### src/rtl/fsx_pkg.sv
package fsx_pkg;
  localparam int INSN_W  = 32;
  localparam int NUM_PAT = 4;

  typedef enum logic [2:0] {
    OP_SHP_VAR = 3'd0,
    OP_SHP_IMM = 3'd1,
    OP_EXT_VAR = 3'd2,
    OP_EXT_IMM = 3'd3,
    OP_NONE    = 3'd4
  } op_e;

  // Encoding table; the index of each entry equals its op_e value.
  function automatic logic [INSN_W-1:0] pat_match(input int idx);
    case (idx)
      0:       return 32'hd000_0000;
      1:       return 32'hd000_0800;
      2:       return 32'hd000_1000;
      default: return 32'hd000_1800;
    endcase
  endfunction

  function automatic logic [INSN_W-1:0] pat_mask(input int idx);
    case (idx)
      0:       return 32'hfc00_1fe0;
      1:       return 32'hfc00_1c00;
      2:       return 32'hfc00_1be0;
      default: return 32'hfc00_1800;
    endcase
  endfunction

  typedef struct packed {
    op_e        op;
    logic [4:0] rd;
    logic       hi_zero;
    logic [4:0] imm5;
    logic [4:0] clen;
    logic       sext;
    logic [2:0] cond;
  } dec_t;
endpackage

### src/rtl/fsx_decode.sv
module fsx_decode
  import fsx_pkg::*;
(
  input  logic [INSN_W-1:0] insn,
  output dec_t              dec
);
  logic [NUM_PAT-1:0] hit;

  for (genvar g = 0; g < NUM_PAT; g++) begin : g_pat
    assign hit[g] = ((insn & pat_mask(g)) == pat_match(g));
  end

  always_comb begin
    dec.op = OP_NONE;
    for (int i = NUM_PAT - 1; i >= 0; i--) begin
      if (hit[i]) dec.op = op_e'(i);
    end
    dec.rd      = (dec.op == OP_SHP_VAR || dec.op == OP_SHP_IMM) ? insn[4:0] : insn[20:16];
    dec.hi_zero = (insn[20:16] == 5'd0);
    dec.imm5    = insn[9:5];
    dec.clen    = insn[4:0];
    dec.sext    = insn[10];
    dec.cond    = insn[15:13];
  end
endmodule

### src/rtl/fsx_funnel.sv
module fsx_funnel #(
  parameter int W = 32,
  localparam int SH_W = $clog2(W)
) (
  input  logic [W-1:0]    hi,
  input  logic [W-1:0]    lo,
  input  logic [SH_W-1:0] amt,
  output logic [W-1:0]    res
);
  logic [2*W-1:0] pair;
  logic [2*W-1:0] moved;

  always_comb begin
    pair  = {hi, lo};
    moved = pair >> amt;
    res   = moved[W-1:0];
  end
endmodule

### src/rtl/fsx_extract.sv
module fsx_extract #(
  parameter int W = 32,
  localparam int SH_W = $clog2(W)
) (
  input  logic [W-1:0]    src,
  input  logic [SH_W-1:0] pos,
  input  logic [SH_W-1:0] clen,
  input  logic            sext,
  output logic [W-1:0]    res
);
  logic [SH_W:0]   len;
  logic [SH_W-1:0] top_idx;
  logic [W-1:0]    moved;
  logic [W-1:0]    keep;
  logic            top_bit;

  always_comb begin
    len     = (SH_W+1)'(W) - {1'b0, clen};
    top_idx = SH_W'(len - 1'b1);
    if (sext) moved = W'($signed(src) >>> pos);
    else      moved = src >> pos;
    if (len == (SH_W+1)'(W)) keep = '1;
    else                     keep = (W'(1) << len) - W'(1);
    top_bit = moved[top_idx];
    res     = (moved & keep) | ((sext && top_bit) ? ~keep : '0);
  end
endmodule

### src/rtl/fieldshift_unit.sv
module fieldshift_unit
  import fsx_pkg::*;
#(
  parameter int W = 32,
  localparam int SH_W = $clog2(W)
) (
  input  logic              clk,
  input  logic              rst,
  input  logic              in_valid,
  output logic              in_ready,
  input  logic [INSN_W-1:0] insn,
  input  logic [W-1:0]      opnd_x,
  input  logic [W-1:0]      opnd_y,
  input  logic [SH_W-1:0]   sar,
  output logic              out_valid,
  input  logic              out_ready,
  output logic              out_wen,
  output logic              out_illegal,
  output logic [4:0]        out_rd,
  output logic [W-1:0]      out_result,
  output logic [2:0]        out_cond
);
  localparam logic [SH_W-1:0] MSB_IDX = SH_W'(W - 1);

  dec_t            dec;
  logic [W-1:0]    hi_val;
  logic [SH_W-1:0] sh_amt;
  logic [SH_W-1:0] ex_pos;
  logic [W-1:0]    sh_res;
  logic [W-1:0]    ex_res;
  logic [W-1:0]    nxt_res;
  logic            legal;
  logic            take;

  fsx_decode u_dec (
    .insn (insn),
    .dec  (dec)
  );

  // Shift pair: variable amount is used as is, immediate amount is 31 - field.
  assign hi_val = dec.hi_zero ? '0 : opnd_y;
  assign sh_amt = (dec.op == OP_SHP_VAR) ? sar : (dec.imm5 ^ MSB_IDX);

  fsx_funnel #(.W(W)) u_fun (
    .hi  (hi_val),
    .lo  (opnd_x),
    .amt (sh_amt),
    .res (sh_res)
  );

  // Extract: both position sources count from the top bit.
  assign ex_pos = ((dec.op == OP_EXT_VAR) ? sar : dec.imm5) ^ MSB_IDX;

  fsx_extract #(.W(W)) u_ext (
    .src  (opnd_x),
    .pos  (ex_pos),
    .clen (dec.clen),
    .sext (dec.sext),
    .res  (ex_res)
  );

  always_comb begin
    case (dec.op)
      OP_SHP_VAR, OP_SHP_IMM: nxt_res = sh_res;
      OP_EXT_VAR, OP_EXT_IMM: nxt_res = ex_res;
      default:                nxt_res = '0;
    endcase
  end

  assign legal    = (dec.op != OP_NONE);
  assign in_ready = !out_valid || out_ready;
  assign take     = in_valid && in_ready;

  always_ff @(posedge clk) begin
    if (rst) begin
      out_valid   <= 1'b0;
      out_wen     <= 1'b0;
      out_illegal <= 1'b0;
      out_rd      <= '0;
      out_result  <= '0;
      out_cond    <= '0;
    end else begin
      if (take) begin
        out_valid   <= 1'b1;
        out_wen     <= legal;
        out_illegal <= !legal;
        out_rd      <= legal ? dec.rd : 5'd0;
        out_result  <= nxt_res;
        out_cond    <= legal ? dec.cond : 3'd0;
      end else if (out_ready) begin
        out_valid   <= 1'b0;
      end
    end
  end
endmodule

### config.mk
export PLATFORM = sky130hd
export DESIGN_NAME = fieldshift_unit
export DESIGN_NICKNAME = d
export VERILOG_FILES = /design/src/rtl/fsx_pkg.sv /design/src/rtl/fsx_decode.sv /design/src/rtl/fsx_funnel.sv /design/src/rtl/fsx_extract.sv /design/src/rtl/fieldshift_unit.sv
export SDC_FILE = /design/constraint.sdc
export NUM_CORES = 1
export LEC_CHECK = 0
export BUFFER_PORTS_ARGS = -buffer_cell sky130_fd_sc_hd__buf_4
export CELL_PAD_IN_SITES_DETAIL_PLACEMENT = 1
export CELL_PAD_IN_SITES_GLOBAL_PLACEMENT = 2
export CORE_ASPECT_RATIO = 0.7
export CORE_UTILIZATION = 39
export CTS_CLUSTER_SIZE = 14
export DETAILED_ROUTE_END_ITERATION = 16
export PLACE_DENSITY = 0.89
export SKIP_CTS_REPAIR_TIMING = 1
export SLEW_MARGIN = 15
export SYNTH_ARGS = -nofsm -noshare
export SYNTH_HDL_FRONTEND = slang
export SYNTH_HIERARCHICAL = 1
export SYNTH_SLANG_ARGS = --single-unit
### constraint.sdc
create_clock -name clk -period 15.76 [get_ports clk]
set_input_delay 2.364 -clock clk [delete_from_list [all_inputs] [get_ports clk]]
set_output_delay 2.364 -clock clk [all_outputs]
set_load 0.01 [all_outputs]
[Yosys cells after proc, flatten, opt, wreduce, memory -nomap -nowiden]
Index checks and enable logic that the tools add are counted.
Cells by class
  add/subtract/negate cells: 3
  order comparisons: 1
  eq/ne operators: 9
  shifts and indexed selects: 4
  multiplexer cells: 18
  bitwise logic cells: 5
  reduce and logical (&&, ||, !) cells: 11
Operators with widths (count)
  $mux W32: 4
  $pmux W32 S2: 1
  $shr A64 B5 Y32: 1
  $and A32 B32 Y32: 1
  $not A32 Y32: 1
  $or A32 B32 Y32: 1
  $shl A1 B6 Y32 const A: 1
  $shr A32 B5 Y32: 1
  $sshr A32 B5 Y32: 1
  $sub A32 B2 Y32 const B: 1
  $mux W5: 4
  $mux W3: 5
  $eq A14 B14 Y1 const B: 1
  $eq A13 B13 Y1 const B: 1
  $not A5 Y5: 2
  $eq A9 B9 Y1 const B: 1
  $eq A8 B8 Y1 const B: 1
  $eq A3 B2 Y1 const B: 2
  $eq A6 B6 Y1 const B: 1
  $lt A5 B6 Y1 const B: 1
  $sub A6 B5 Y6 const A: 1
  $bmux W1 S5: 1
  $logic_not A5 Y1: 1
  $sub A5 B1 Y5 const B: 1
  other kinds (9): 15
Storage, ports and cells
  register bits after elaboration: 43
  bits of input ports: 105
  output and inout port bits: 44
  word-level logic and storage cells: 57

[Longest topological paths before layout]
  depth in word-level cells: 16
  depth in mapped cells: 24

[By module]
Netlist, hierarchy kept.
By module, submodules not included
  fsx_extract: times used 1, cells an instance 612, area an instance 4408.0 µm²
  fsx_funnel: times used 1, cells an instance 359, area an instance 3261.9 µm²
  fieldshift_unit: times used 1, cells an instance 193, area an instance 2098.3 µm²
  fsx_decode: times used 1, cells an instance 32, area an instance 299.0 µm²

[Worst setup path before layout]
OpenSTA, ideal clock, no wires.
  path type: input-to-reg
  start: in insn[6]
  end: reg out_result[19]
  library setup time: 0.119 ns
  data arrival time: 6.853 ns
  setup slack: 8.788 ns
  cell stages on the path: 22
  buffers on the path: 5
  cells stage by stage: or4_4 -> nor2_4 -> o21a_1 -> and2_1 -> buf_2 -> nor3b_2 -> mux2i_1 -> buf_6 -> buf_12 -> mux4_1 -> mux2i_1 -> mux2i_1 -> o2111a_1 -> a2111oi_2 -> o22a_1 -> a32o_1 -> buf_6 -> buf_4 -> a32oi_1 -> o31a_1 -> mux2i_1 -> o2bb2ai_4
RTL lines
  from (decl): RTL line fieldshift_unit.sv:11  | input logic [INSN_W-1:0] insn,
  to (signal assigned): RTL line fieldshift_unit.sv:88  | out_result <= nxt_res;
  to (decl): RTL line fieldshift_unit.sv:20  | output logic [W-1:0] out_result,

==> qor.yml <==
sta:
  setup_repair_after_global_routing_missed_its_margin: "no"
  tightest_slew_ns: 1.13
  tns_ns: 0
  slew-limit-headroom: 0.242
  setup_viol: 0
  report.final.slew_viol_count: 0
  post-route-worst-setup-slack_ns: 5.87
  finalCritPeriodShare: 0.627
  fmax_mhz: 101
  final_hold_violation_count: 0
  layout_min_cycle_time_ns: 9.89
  final.setup_skew_ns: 0.00881
critical_path:
  crit_top_cell: "sky130_fd_sc_hd__buf_4"
  path_delay_family: "simple AND/OR/NAND/NOR gates"
  startpoint_type: "input pin"
  critical_path_depth_in_cells: 21
  start_point_of_the_critical_path: "insn[6]"
  cp-end-kind: "flip-flop"
  crit_path_max_fanout: 51
  worstRegToRegCells: 5
  crit_path_slowest_cell: "sky130_fd_sc_hd__nor3b_2"
  timing.critical_path.arrival_ns: 10.05
  r2r_start: "out_valid$_SDFFE_PP0P_"
  setup.reg_to_reg.worst_slack_ns: 13.97
  cp_required_ns: 15.92
  reg2reg_to: "out_rd[3]$_SDFFE_PP0P_"
  cp_endpoint: "out_result[21]$_SDFFE_PP0P_"
  critical-path-max-stage-delay_ns: 0.99
  critical_path_class: "in2reg"
  critical_path_cell_sequence: "buf_4 -> or4_4 -> nor2_4 -> o21a_1 -> and2_2 -> buf_4 -> nor3b_2 -> mux2i_4 -> buf_4 -> mux4_2 -> mux2i_1 -> o22ai_1 -> a211oi_1 -> a221oi_1 -> nand4_1 -> a32o_1 -> buf_4 -> a31oi_1 -> or3_1 -> mux2i_1 -> o2bb2ai_2"
  worst-path-buf-inv: 4
yosys:
  synth_nets: 1306
  synth_area_per_cell_um2: 8.42
  gate_count_after_technology_mapping: 1195
  syn-cell-area_mm2: 0.0101
  yosys_warnings: 6
clocking:
  cts_htree_levels: 2
  cts_buffer_depth: 2
  cts.sinks: 43
  cts-root-buf: "sky130_fd_sc_hd__clkbuf_16"
  clock_slew_seen_by_the_registers_of_the_worst_setup_and_hold_paths_ns: 0.06
  cts_made_buffers: 5
  tritoncts: "done"
  clock_insertion_delay_worst_skew_ns: 0.29
global_route:
  number_of_global_route_vias_before_repair: 10800
  grt_first_pass_wirelength_um: 69500
  grt_max_degree: 61
  global_route.overflow_total: 0
  track_usage: 0.344
  antenna_violations_before_repair: 0
floorplanning:
  row_count: 48
  fp.coreArea_mm2: 0.0250
  die_w_um: 194
  ios: 149
  fp.dieArea_mm2: 0.0265
  die-height_um: 136
  start_util: 0.403
final_layout:
  final_cell_count_no_fill: 1566
  layout.cells.most_common: "sky130_fd_sc_hd__buf_4"
  layout_common_cells: "sky130_fd_sc_hd__buf_4, sky130_fd_sc_hd__mux2i_1, sky130_fd_sc_hd__nand2_1, sky130_fd_sc_hd__nor2_1, sky130_fd_sc_hd__mux4_2"
  fillCellCount: 2995
  drive_above_1_share: 0.275
  finalNetCount: 1351
  area_growth_syn_to_layout_pct: 11.7
  final_cell_area_mm2: 0.0112
routing:
  detail_route.wirelength_um: 46300
  drc: 0
  wire_per_inst_um: 29.5
  number_of_vias_in_the_routed_layout: 11300
  initialDrtViolationCount: 1420
  dr.pass1.iters: 8
  antenna_violating_nets_post_route: 0
  detail_route.vias_per_cell: 7.21
placement:
  dp_slack_ns: 5.88
  post_placement_cell_count: 1558
  place.detailed.hpwl_um: 36300
  buffer_ports.inserted: 142
  gp_congestion: 1.07
  cell_area_after_placement_mm2: 0.0111
power_and_ir_drop:
  power_per_cell_area_mw_per_mm2: 54.1
  vdd_drop_max_v: 0.0000341
  total_power_mw: 0.608
  leakagePower_nw: 4.24
job:
  drv_cap: 0
min_path:
  holdCritPathClass: "reg2reg"
run_status:
  outcome: "finished, final reports clean"
==> per-layer routing <==
metal,part of all wire,global-route usage
met4,0.011,0.0401
met3,0.14,0.114
met5,0.0017,0.0222
met2,0.39,0.483
met1,0.45,0.511
==> stage by stage <==
stage | utilization | hold slack (ns)
after detailed placement | 0.444 | 0.460
after global routing | 0.450 | 0.489
after CTS | 0.450 | 0.477
after global placement | 0.444 | 0.449
final | 0.450 | 0.471
after floorplan | - | 0.491
==> worst min path at each step <==
stage	endpoint	startpoint	depth (start not counted)	slack, ns
after floorplan	out_result[15]$_SDFFE_PP0P_	out_result[15]$_SDFFE_PP0P_	1	0.49
after global placement	out_result[12]$_SDFFE_PP0P_	out_result[12]$_SDFFE_PP0P_	1	0.45
after detailed placement	out_result[29]$_SDFFE_PP0P_	out_result[29]$_SDFFE_PP0P_	1	0.46
after CTS	out_result[26]$_SDFFE_PP0P_	out_result[26]$_SDFFE_PP0P_	1	0.48
after global routing	out_result[22]$_SDFFE_PP0P_	out_result[22]$_SDFFE_PP0P_	1	0.49
final	out_result[0]$_SDFFE_PP0P_	out_result[0]$_SDFFE_PP0P_	1	0.47
==> power by group <==
part,internal (mW),total (mW),switching [mW]
Combinational,0.148,0.398,0.250
Sequential,0.109,0.110,0.000406
Clock,0.0578,0.0999,0.0422
Total,0.316,0.608,0.292
==> cell type report <==
cell class                 instances  area [um^2]  share of cell area
antenna                            1         2.50            0.000223
timing repair buffer             158         1190               0.106
sequential                        43          861              0.0766
multi-input combinational       1013         8570               0.763
tap                              325          407              0.0362
clock inverter                     2         13.8             0.00122
inverter                          19         71.3             0.00635
clock buffer                       5          125              0.0111
==> sequential cells by signal (all words and copies together), names as in the netlist <==
register,count
out_cond,3
out_illegal,1
out_rd,5
out_result,32
out_valid,1
out_wen,1
Power figures use the tool's default switching activity.
